--- config.mk ---
export PLATFORM = sky130hd
export DESIGN_NAME = loop_seq
export DESIGN_NICKNAME = d
export VERILOG_FILES = /design/src/rtl/loop_seq_pkg.sv /design/src/rtl/loop_ctx_stack.sv /design/src/rtl/loop_term_eval.sv /design/src/rtl/loop_pc_mux.sv /design/src/rtl/loop_seq.sv
export SDC_FILE = /design/constraint.sdc
export NUM_CORES = 1
export LEC_CHECK = 0
export ABC_AREA = 1
export BUFFER_PORTS_ARGS = -buffer_cell sky130_fd_sc_hd__buf_2
export CORE_MARGIN = 2
export CORE_UTILIZATION = 56
export DETAILED_ROUTE_END_ITERATION = 10
export GPL_TIMING_DRIVEN = 0
export PLACE_DENSITY_LB_ADDON = 0.3
export SLEW_MARGIN = 15
export SYNTH_ARGS = -nofsm -noshare
export SYNTH_HDL_FRONTEND = slang
export SYNTH_SLANG_ARGS = --single-unit
--- constraint.sdc ---
create_clock -name clk -period 7.06 [get_ports clk]
set_input_delay 1.059 -clock clk [delete_from_list [all_inputs] [get_ports clk]]
set_output_delay 1.059 -clock clk [all_outputs]
set_load 0.02 [all_outputs]
--- src/rtl/loop_seq_pkg.sv ---
package loop_seq_pkg;
  typedef enum logic [1:0] {
    ACT_STEP = 2'd0,
    ACT_BACK = 2'd1,
    ACT_EXIT = 2'd2
  } loop_act_e;
endpackage

--- src/rtl/loop_ctx_stack.sv ---
// Context stack for nested hardware loops: one entry per armed loop.
module loop_ctx_stack #(
  parameter int AW    = 16,
  parameter int CW    = 16,
  parameter int DEPTH = 4,
  parameter int FSW   = 2,
  parameter int DW    = 3
) (
  input  logic           clk,
  input  logic           rst_n,
  input  logic           push_i,
  input  logic           pop_i,
  input  logic           dec_i,
  input  logic [AW-1:0]  new_start_i,
  input  logic [AW-1:0]  new_end_i,
  input  logic [CW-1:0]  new_count_i,
  input  logic           new_cond_i,
  input  logic [FSW-1:0] new_sel_i,
  output logic [AW-1:0]  top_start_o,
  output logic [AW-1:0]  top_end_o,
  output logic [CW-1:0]  top_count_o,
  output logic           top_cond_o,
  output logic [FSW-1:0] top_sel_o,
  output logic [DW-1:0]  depth_o,
  output logic           ovf_o
);
  localparam int IW = (DEPTH > 1) ? $clog2(DEPTH) : 1;

  logic [AW-1:0]  start_q [DEPTH];
  logic [AW-1:0]  end_q   [DEPTH];
  logic [CW-1:0]  count_q [DEPTH];
  logic           cond_q  [DEPTH];
  logic [FSW-1:0] sel_q   [DEPTH];

  logic [DW-1:0]  depth_q, depth_d, base;
  logic           ovf_q, ovf_d;
  logic           pop_eff, push_ok;
  logic [IW-1:0]  top_idx, wr_idx;
  logic [CW-1:0]  count_load;

  // next-state for pointer and sticky flag
  always_comb begin
    pop_eff    = pop_i && (depth_q != '0);
    base       = depth_q - DW'(pop_eff);
    push_ok    = push_i && (base < DW'(DEPTH));
    depth_d    = base + DW'(push_ok);
    ovf_d      = ovf_q | (push_i & ~push_ok);
    top_idx    = IW'(depth_q - DW'(1));
    wr_idx     = IW'(base);
    count_load = (new_count_i == '0) ? CW'(1) : new_count_i;
  end

  always_ff @(posedge clk or negedge rst_n) begin
    if (!rst_n) begin
      depth_q <= '0;
      ovf_q   <= 1'b0;
    end else begin
      depth_q <= depth_d;
      ovf_q   <= ovf_d;
    end
  end

  for (genvar g = 0; g < DEPTH; g++) begin : g_entry
    logic          wr_en, dec_en;
    logic [CW-1:0] cnt_d;

    always_comb begin
      wr_en  = push_ok && (wr_idx == IW'(g));
      dec_en = dec_i && !pop_eff && (depth_q != '0) && (top_idx == IW'(g));
      cnt_d  = count_q[g];
      if (wr_en)       cnt_d = count_load;
      else if (dec_en) cnt_d = count_q[g] - CW'(1);
    end

    always_ff @(posedge clk or negedge rst_n) begin
      if (!rst_n) begin
        start_q[g] <= '0;
        end_q[g]   <= '0;
        cond_q[g]  <= 1'b0;
        sel_q[g]   <= '0;
      end else if (wr_en) begin
        start_q[g] <= new_start_i;
        end_q[g]   <= new_end_i;
        cond_q[g]  <= new_cond_i;
        sel_q[g]   <= new_sel_i;
      end
    end

    always_ff @(posedge clk or negedge rst_n) begin
      if (!rst_n)               count_q[g] <= '0;
      else if (wr_en || dec_en) count_q[g] <= cnt_d;
    end
  end

  assign top_start_o = start_q[top_idx];
  assign top_end_o   = end_q[top_idx];
  assign top_count_o = count_q[top_idx];
  assign top_cond_o  = cond_q[top_idx];
  assign top_sel_o   = sel_q[top_idx];
  assign depth_o     = depth_q;
  assign ovf_o       = ovf_q;
endmodule

--- src/rtl/loop_term_eval.sv ---
// Same-cycle decision: keep stepping, jump back, or leave the loop.
module loop_term_eval
  import loop_seq_pkg::*;
#(
  parameter int AW    = 16,
  parameter int CW    = 16,
  parameter int NFLAG = 4,
  parameter int FSW   = 2
) (
  input  logic             active_i,
  input  logic [AW-1:0]    pc_i,
  input  logic [AW-1:0]    end_i,
  input  logic [CW-1:0]    count_i,
  input  logic             cond_i,
  input  logic [FSW-1:0]   sel_i,
  input  logic [NFLAG-1:0] flags_i,
  output loop_act_e        act_o
);
  logic at_end, finished;

  always_comb begin
    at_end   = active_i && (pc_i == end_i);
    finished = cond_i ? flags_i[sel_i] : (count_i <= CW'(1));
    if (!at_end)      act_o = ACT_STEP;
    else if (finished) act_o = ACT_EXIT;
    else              act_o = ACT_BACK;
  end
endmodule

--- src/rtl/loop_pc_mux.sv ---
module loop_pc_mux
  import loop_seq_pkg::*;
#(
  parameter int AW = 16
) (
  input  loop_act_e      act_i,
  input  logic [AW-1:0]  pc_i,
  input  logic [AW-1:0]  start_i,
  input  logic [AW-1:0]  end_i,
  output logic [AW-1:0]  next_pc_o
);
  always_comb begin
    unique case (act_i)
      ACT_BACK: next_pc_o = start_i;
      ACT_EXIT: next_pc_o = end_i + AW'(1);
      default:  next_pc_o = pc_i + AW'(1);
    endcase
  end
endmodule

--- src/rtl/loop_seq.sv ---
module loop_seq
  import loop_seq_pkg::*;
#(
  parameter int AW    = 16,
  parameter int CW    = 16,
  parameter int DEPTH = 4,
  parameter int NFLAG = 4,
  parameter int FSW   = (NFLAG > 1) ? $clog2(NFLAG) : 1,
  parameter int DW    = $clog2(DEPTH + 1)
) (
  input  logic             clk,
  input  logic             rst_n,
  input  logic [AW-1:0]    fetch_pc,
  input  logic             setup_valid,
  input  logic [AW-1:0]    setup_start,
  input  logic [AW-1:0]    setup_end,
  input  logic [CW-1:0]    setup_count,
  input  logic             setup_cond,
  input  logic [FSW-1:0]   setup_flag_sel,
  input  logic [NFLAG-1:0] flags,
  output logic [AW-1:0]    next_pc,
  output logic             loop_back,
  output logic             loop_exit,
  output logic             loop_active,
  output logic [DW-1:0]    depth,
  output logic             overflow
);
  logic [AW-1:0]  top_start, top_end;
  logic [CW-1:0]  top_count;
  logic           top_cond;
  logic [FSW-1:0] top_sel;
  loop_act_e      act;
  logic           dec;

  assign loop_active = (depth != '0);
  assign loop_back   = (act == ACT_BACK);
  assign loop_exit   = (act == ACT_EXIT);
  assign dec         = loop_back && !top_cond;

  loop_ctx_stack #(.AW(AW), .CW(CW), .DEPTH(DEPTH), .FSW(FSW), .DW(DW)) u_stack (
    .clk         (clk),
    .rst_n       (rst_n),
    .push_i      (setup_valid),
    .pop_i       (loop_exit),
    .dec_i       (dec),
    .new_start_i (setup_start),
    .new_end_i   (setup_end),
    .new_count_i (setup_count),
    .new_cond_i  (setup_cond),
    .new_sel_i   (setup_flag_sel),
    .top_start_o (top_start),
    .top_end_o   (top_end),
    .top_count_o (top_count),
    .top_cond_o  (top_cond),
    .top_sel_o   (top_sel),
    .depth_o     (depth),
    .ovf_o       (overflow)
  );

  loop_term_eval #(.AW(AW), .CW(CW), .NFLAG(NFLAG), .FSW(FSW)) u_eval (
    .active_i (loop_active),
    .pc_i     (fetch_pc),
    .end_i    (top_end),
    .count_i  (top_count),
    .cond_i   (top_cond),
    .sel_i    (top_sel),
    .flags_i  (flags),
    .act_o    (act)
  );

  loop_pc_mux #(.AW(AW)) u_mux (
    .act_i     (act),
    .pc_i      (fetch_pc),
    .start_i   (top_start),
    .end_i     (top_end),
    .next_pc_o (next_pc)
  );
endmodule

# Word level (Yosys, flattened, before mapping)
# Index checks and enable logic that the tools add are counted.
# classes
n_eq_ne,9
mux,30
bitwise,4
magnitude_cmp,4
addsub,9
reduce_logical,32
# ops
operator,count
$mux W16,15
$bmux W16 S2,3
$sub A16 B1 Y16 const B,4
$add A16 B1 Y16 const B,2
$pmux W16 S2,1
$eq A16 B16 Y1,1
$le A16 B1 Y1 const B,1
$logic_not A16 Y1,1
$logic_and A1 B1 Y1,14
$eq A2 B2 Y1 const B,5
$mux W2,4
$reduce_and A2 Y1,4
$reduce_bool A2 Y1,4
$eq A2 B1 Y1 const B,3
$bmux W1 S2,2
$bmux W2 S2,1
$logic_not A2 Y1,2
$logic_or A1 B1 Y1,4
$mux W1,4
$add A3 B1 Y3,1
$ge A3 B3 Y1 const B,1
$lt A2 B3 Y1 const B,1
$lt A3 B3 Y1 const B,1
$not A2 Y3,1
other kinds (7),8
# word_totals
out_inout_bits,23
elab_cells,110
in_bits,74
regBits,208

# Logic depth before layout (Yosys ltp)
# Gate-level depths: netlist of run 1.
# logic_depth
ltp_word,18
depth_mapped,32
depth_no_buf,25

# By module
# Synthesis of run 1 repeated with hierarchy kept, for this count alone.
# hier_totals
cells_unflattened,1840
area_unflattened_um2,12618.4
# modules_own_cells
module,instances,seq_area_each_um2,area_per_inst_um2,cells_each
loop_ctx_stack,1,5205.0,11078.1,1502
loop_pc_mux,1,0.0,1086.0,225
loop_term_eval,1,0.0,419.2,105
loop_seq,1,0.0,35.0,8

# Worst setup path after synthesis of run 1
# Ideal clock, no wire load.
# synth_path
kind,register to register
start,"register u_stack.depth_q[0], in the netlist u_stack.depth_o[0]"
end,register u_stack.end_q[0] (netlist name)
period_less_slack_ns,4.761
path_slack_ns,2.299
required_ns,6.930
t_arrival_ns,4.631
n_path_buf,9
setup_time_ns,0.130
stages_incl_launch_ff,29
cell_sequence,dfrtp_1 > buf_4 > inv_2 > buf_6 > buf_2 > buf_1 > ha_1 > buf_4 > inv_2 > buf_4 > buf_4 > nand3_1 > nand2_1 > xor2_1 > nand3_2 > nor2_8 > inv_1 > nor2_1 > ha_1 > ha_1 > xor2_1 > nor2_1 > inv_1 > nor3_1 > clkinv_1 > clkbuf_1 > clkbuf_1 > nand2_1 > o21ai_0
# synth_between
elab_chain_len,16
elab_cells_between_ends,30
cone_classes,add/sub (2); order compare (2); eq/ne (3); mux (17); bitwise (1); reduce/logical (5)
# synth_rtl
item,line,rtl
start: declaration,loop_ctx_stack.sv:35,"logic [DW-1:0] depth_q, depth_d, base;"
start signal: assignment,loop_ctx_stack.sv:58,depth_q <= depth_d;
branches (longest 12 deep; another with $le A16 B1 Y1),-,
$sub A3 B1 Y3 (*),loop_ctx_stack.sv:44,base = depth_q - DW'(pop_eff);
$lt A3 B3 Y1,loop_ctx_stack.sv:45,push_ok = push_i && (base < DW'(DEPTH));
$logic_and A1 B1 Y1,loop_ctx_stack.sv:45,
$logic_and A1 B1 Y1 (*),loop_ctx_stack.sv:68,wr_en = push_ok && (wr_idx == IW'(g));
end signal: indexed assignment,loop_ctx_stack.sv:83,end_q[g] <= new_end_i;
end: declaration,loop_ctx_stack.sv:30,logic [AW-1:0] end_q [DEPTH];
# Every way passes the cells marked *. The select of a mux whose other input is x is not followed.
# A chain may end at the register's enable or synchronous reset.

# Worst setup path in the final report of run 1
# layout_path
start,"register u_stack.depth_q[0], in the netlist u_stack.depth_o[0]"
end,register u_stack.start_q[7] (netlist name)
# layout_between
elab_chain_len,16
elab_cells_between_ends,30
cone_classes,add/sub (2); order compare (2); eq/ne (3); mux (17); bitwise (1); reduce/logical (5)
# layout_rtl
item,line,rtl
branches (longest 12 deep; another with $le A16 B1 Y1),-,
$sub A3 B1 Y3 (*),loop_ctx_stack.sv:44,
$lt A3 B3 Y1,loop_ctx_stack.sv:45,
$logic_and A1 B1 Y1,loop_ctx_stack.sv:45,
$logic_and A1 B1 Y1 (*),loop_ctx_stack.sv:68,
end signal: indexed assignment,loop_ctx_stack.sv:82,start_q[g] <= new_start_i;
end: declaration,loop_ctx_stack.sv:29,logic [AW-1:0] start_q [DEPTH];
# Marked as above.

==> results of run 1 <==
[final cells by class]
type	count	area [sq um]	share of cell area
plain buffers	85	403	0.0305
multi-input cells	1163	5580	0.422
clock buffers	36	684	0.0518
well taps	270	338	0.0255
diodes	1	2.50	0.000189
clock inverters	4	35.0	0.00265
inverters	115	432	0.0326
flip-flops and latches	208	5200	0.394
repair buffers	98	546	0.0413
[where the power goes]
part,switching (mW),leakage [nW],internal [mW]
combinational,1.99,3.67,1.05
clock,0.492,0.356,0.666
sequential,0.367,2.65,1.71
total,2.85,6.67,3.43
[flip-flops by register name (all words and copies together), names as in the netlist]
name / flops
u_stack.cond_q: 4
u_stack.count_q: 64
u_stack.depth_o: 3
u_stack.end_q: 64
u_stack.ovf_o: 1
u_stack.sel_q: 8
u_stack.start_q: 64
[per-stage QoR]
| step | setup WS, ps | hold slack [ps] | util | area [sq um] |
|---|---|---|---|---|
| after detailed placement | 626 | 439 | 0.616 | 12500 |
| after global routing | 68.8 | 469 | 0.651 | 13200 |
| after floorplan | 2300 | 448 | - | 11600 |
| final | 439 | 435 | 0.651 | 13200 |
| after CTS | 566 | 448 | 0.651 | 13200 |
| after global placement | 729 | 439 | 0.613 | 12400 |
[metal layers]
layer | global-route usage | vias up | wire length, microns | share of wire
li1 | - | 5362 | - | -
met3 | 0.0506 | 110 | 3010 | 0.087
met2 | 0.509 | 526 | 16000 | 0.46
met4 | 0.135 | 0 | 1510 | 0.044
met1 | 0.437 | 5382 | 14000 | 0.41
met5 | 0 | - | 0 | 0
[cell families after synthesis]
logic type,count (synthesis),synth area share
AO/OA/AOI/OAI,300,0.137
XOR/XNOR,47,0.0354
adder cells (fa/ha/maj),13,0.0140
buffers and inverters,200,0.0718
flip-flops,208,0.448
AND/OR/NAND/NOR,803,0.293
[final timing paths]
check	startpoint	endpoint	slack, ps	depth (start not counted)
min in group clk	u_stack.ovf_o	u_stack.ovf_o	440	1
min reg2reg	u_stack.ovf_o	u_stack.ovf_o	440	1
max in group asynchronous	rst_n	u_stack.start_q[42]	5490	3
max reg2reg	u_stack.depth_o[0]	u_stack.start_q[7]	440	26
max	u_stack.depth_o[0]	u_stack.start_q[7]	440	26
min	rst_n	u_stack.count_q[39]	440	1
[placed cells by master (no fill, tap or decap), drive strengths merged, types with 2 or more instances in the layout]
master and instances:
a32o 6, clkbuf 90, a21o 3, a21oi 12
clkinv 5, nand3 131, xnor2 15, nand3b 2
o211ai 3, nor2 99, nor3 17, a31oi 9
o31ai 4, nand4 15, ha 13, nor4 4
o22ai 11, o21ai 249, and2 2, dfrtp 208
nand2 527, or2 6, inv 114, buf 129
xor2 32
[critical path: cells and delay by family (launching register included)]
family,cells,cell delay (ps)
buffers and inverters,12,3390
XOR/XNOR,2,330
adder cells (fa/ha/maj),3,580
flip-flops,1,420
AND/OR/NAND/NOR,8,1610
AO/OA/AOI/OAI,1,110
==> flow_summary_export.csv, run 1 <==
group,metric,value,unit
clock_network,postCtsHoldBufs,0,
route,num_vias,11400,
grt,overflow,0,
route,viasPerCell,5.75,
critical_path,startpoint_type,"flip-flop",
yosys,synth_area,11600,sq um
die,die_w,148,microns
grt,first_global_vias,11000,
critical_path,max_stage_delay,590,ps
power,total_power,6.28,mW
yosys,synthTopCellsByCount,"520 x nand2_1, 238 x o21ai_0, 208 x dfrtp_1",
yosys,synth_largest_area_cell,"dfrtp_1",
grt,grt_pass1_wl,56.0,mm
sta,tightest_slew,739,ps
clock_network,clk_pin_slew,60,ps
clock_network,root_buffer,"clkbuf_16",
die,die-area,21900,sq um
route,route.detailed.drc,0,
yosys,avgSynthCellArea,7.39,sq um
critical_path,end_kind,"flip-flop",
clock_network,htreeDepth,1,
placed_design,place_inst,1939,
sta,finalCritPeriodShare,0.938,
clock_network,cts_buffers,23,
placed_design,place_congestion,0.966,
yosys,ys_seq_area_frac,0.448,
sta,finalSetupViolations,0,
die,start_util,0.572,
die,rows,52,
power,leakage,6.67,nW
power,power.density,475,nW/um^2
placed_design,port_buffers,96,
sta,fmax,151,MHz
route,drt-wirelength-per-cell,17.4,microns
route,postRouteAntennaNets,0,
min_path,hp-class,"in -> async",
yosys,ys.flop_type,"dfrtp_1",
critical_path,crit_arrival,7010,ps
clock_network,clkLatencyLatePin,530,ps
placed_design,hpwl,24.4,mm
clock_network,max-clock-path-buffers,3,
yosys,synthTopCellsByArea,"dfrtp_1 45%, nand2_1 17%, o21ai_0 10%",
clock_network,postCtsSetupBuffers,0,
power,vdd.ir_drop.worst,0.281,mV
yosys,yosysWarningCount,0,
layout,fillCellCount,1795,
sta,rsz0062_at_grt,"no",
clock_network,cts_tree,"built",
layout,finalNetCount,1781,
yosys,syn_inst,1571,
critical_path,critPathSlowestCell,"clkbuf_1",
grt,grt_max_degree,93,
sta,period_needed,6620,ps
clock_network,cts.sinks,208,
critical_path,crit_required,7450,ps
critical_path,crit_path_max_fanout,12,
layout,syn_to_final_growth,13.8,%
sta,finClkSkew,15.9,ps
die,core,20300,sq um
yosys,synth_most_common_cell,"nand2_1",
layout,stdcell_count,1980,
sta,maxSlewHeadroom,0.507,
route,drt_iter0_markers,1098,
die,pin_count,97,
clock_network,ctsResizeCount,0,
yosys,async_flop_share,1.00,
sta,hold_viol,0,
yosys,synth_edf_count,0,
die,die_h,148,microns
yosys,synth_nets,1658,
grt,grtUsageTotal,0.319,
critical_path,path_class,"reg -> reg",
outcome,outcome,"finished, final reports clean",
yosys,synth-seq-cells,208,
yosys,synth_top_area_frac,0.448,
route,drt-pass1-iter-count,5,
layout,layout-drive-gt1-share,0.105,
job,drv_cap,0,
sta,drv_slew,0,
grt,grt_antenna_before_repair,0,
route,routed_wl,34.5,mm
sta,tns,0,ps
yosys,ys_types,39,
Note: power is estimated with default switching activity, not from simulation.
==> run 2, diff against run 1 <==
- CELL_PAD_IN_SITES_DETAIL_PLACEMENT: unset -> 0
- CELL_PAD_IN_SITES_GLOBAL_PLACEMENT: unset -> 1
- CORE_UTILIZATION: 56 -> 48
==> run 2 against run 1 <==
Effect of this change:
- fmax up 1.7%
- critical path depth unchanged
- clock power increased by 8%
- flip-flop and latch count is the same
- register-to-register slack better by 110 ps
- die area up 16%
- core utilization is 8.6 points lower
- non-clock buffer count is the same
- combinational power about the same
- largest power group unchanged
==> flow_summary_export.csv, run 2 (synthesis gave the netlist of run 1 again) <==
group,metric,value,unit
placed_design,port_buffers,96,
die,die_h,160,microns
sta,tns,0,ps
clock_network,max-clock-path-buffers,3,
grt,grt_max_degree,88,
job,drv_cap,0,
route,drt-met1-wl,15.9,mm
outcome,outcome,"finished, final reports clean",
route,drt-pass1-iter-count,5,
clock_network,cts_tree,"built",
route,wl_met2,17.3,mm
sta,rsz0062_at_grt,"no",
critical_path,critPathSlowestCell,"clkbuf_1",
critical_path,end_kind,"flip-flop",
power,vdd.ir_drop.worst,0.230,mV
clock_network,clkLatencyLatePin,520,ps
power,leakage,6.71,nW
min_path,hp-class,"in -> async",
die,start_util,0.492,
power,power.density,477,nW/um^2
layout,layout_commonest_cell,"nand2_1",
clock_network,postCtsSetupBuffers,0,
die,rows,56,
critical_path,cp.depth,26,
critical_path,critPathTopFamily,"buffers and inverters",
grt,grt_antenna_before_repair,0,
grt,grtUsageTotal,0.284,
clock_network,postCtsHoldBufs,0,
placed_design,hpwl,25.5,mm
critical_path,crit_arrival,6890,ps
route,num_vias,11200,
sta,period_needed,6510,ps
die,pin_count,97,
route,route.detailed.drc,0,
route,viasPerCell,5.50,
sta,hold_viol,0,
sta,maxSlewHeadroom,0.457,
clock_network,root_buffer,"clkbuf_16",
die,die_w,160,microns
sta,finalCritPeriodShare,0.923,
critical_path,crit_path_max_fanout,12,
sta,finClkSkew,15.7,ps
grt,grt_pass1_wl,58.0,mm
grt,first_global_vias,10700,
sta,drv_slew,0,
layout,syn_to_final_growth,14.9,%
route,drt-wirelength-per-cell,17.9,microns
placed_design,place_congestion,0.886,
grt,overflow,0,
critical_path,worst-path-buf-inv,12,
route,routed_wl,36.4,mm
layout,diodes,0,
clock_network,clk_pin_slew,60,ps
clock_network,cts.sinks,208,
clock_network,htreeDepth,1,
clock_network,cts_buffers,24,
sta,tightest_slew,814,ps
layout,reg_top3,"u_stack.count_q (64), u_stack.end_q (64), u_stack.start_q (64)",
sta,finalSetupViolations,0,
route,drt_iter0_markers,979,
route,postRouteAntennaNets,0,
die,die-area,25500,sq um
critical_path,path_class,"reg -> reg",
sta,fmax,154,MHz
sta,holdWs,437,ps
layout,finalNetCount,1782,
layout,final_cell_mix,"520 x nand2_1, 238 x o21ai_0, 208 x dfrtp_1",
critical_path,r2r_cells,26,
die,core,23600,sq um
critical_path,startpoint_type,"flip-flop",
clock_network,ctsResizeCount,0,
layout,layout-drive-gt1-share,0.108,
route,met3RoutedLength,2.51,mm
route,routed.top_layer,"met4",
critical_path,crit_required,7440,ps
critical_path,max_stage_delay,570,ps
-- run 2: cell types whose count changed in the layout (fill, tap and decap cells not counted), sizes merged --
cell    before  now
clkbuf      90   89
clkinv       5    6
inv        114  113
bufinv       0    1
diode        1    0
-- run 2: per-stage QoR --
stage	util	power [mW]	area (sq um)	setup slack, ps	instances
floorplan	-	4.17	11600	2300	1571
global placement	0.529	5.01	12500	270	1986
detailed placement	0.532	5.07	12600	284	1988
CTS	0.565	6.35	13300	206	2028
global route	0.565	6.86	13400	134	2028
finish	0.565	6.36	13400	547	2028
-- run 2: cell type report --
type                            count  area (sq um)
Clock buffer                       35           733
Clock inverter                      5          50.0
Buffer                             85           403
Fill cell                        2335         10300
Multi-Input combinational cell   1163          5580
Timing Repair Buffer               98           546
Sequential cell                   208          5200
Tap cell                          319           399
Inverter                          115           432
-- run 2: where the power goes --
| part | total (mW) | internal (mW) | switching (mW) |
|---|---|---|---|
| logic | 3.05 | 1.05 | 1.99 |
| clock network | 1.25 | 0.748 | 0.497 |
| registers | 2.07 | 1.71 | 0.355 |
-- run 2: routing by layer --
layer,GRT usage,up-vias
met5,0,-
met4,0.0649,0
met3,0.0346,47
met2,0.476,437
met1,0.395,5322
li1,-,5357
-- run 2: path summary, 6_finish.rpt --
check	end	startpoint	slack, ps
worst max-delay path	u_stack.start_q[6]	u_stack.depth_o[0]	550
worst min register to register	u_stack.ovf_o	u_stack.ovf_o	480
worst max register to register	u_stack.start_q[6]	u_stack.depth_o[0]	550
max in group asynchronous	u_stack.start_q[1]	rst_n	5840
worst min-delay path	u_stack.count_q[25]	rst_n	440
min in group clk	u_stack.ovf_o	u_stack.ovf_o	480
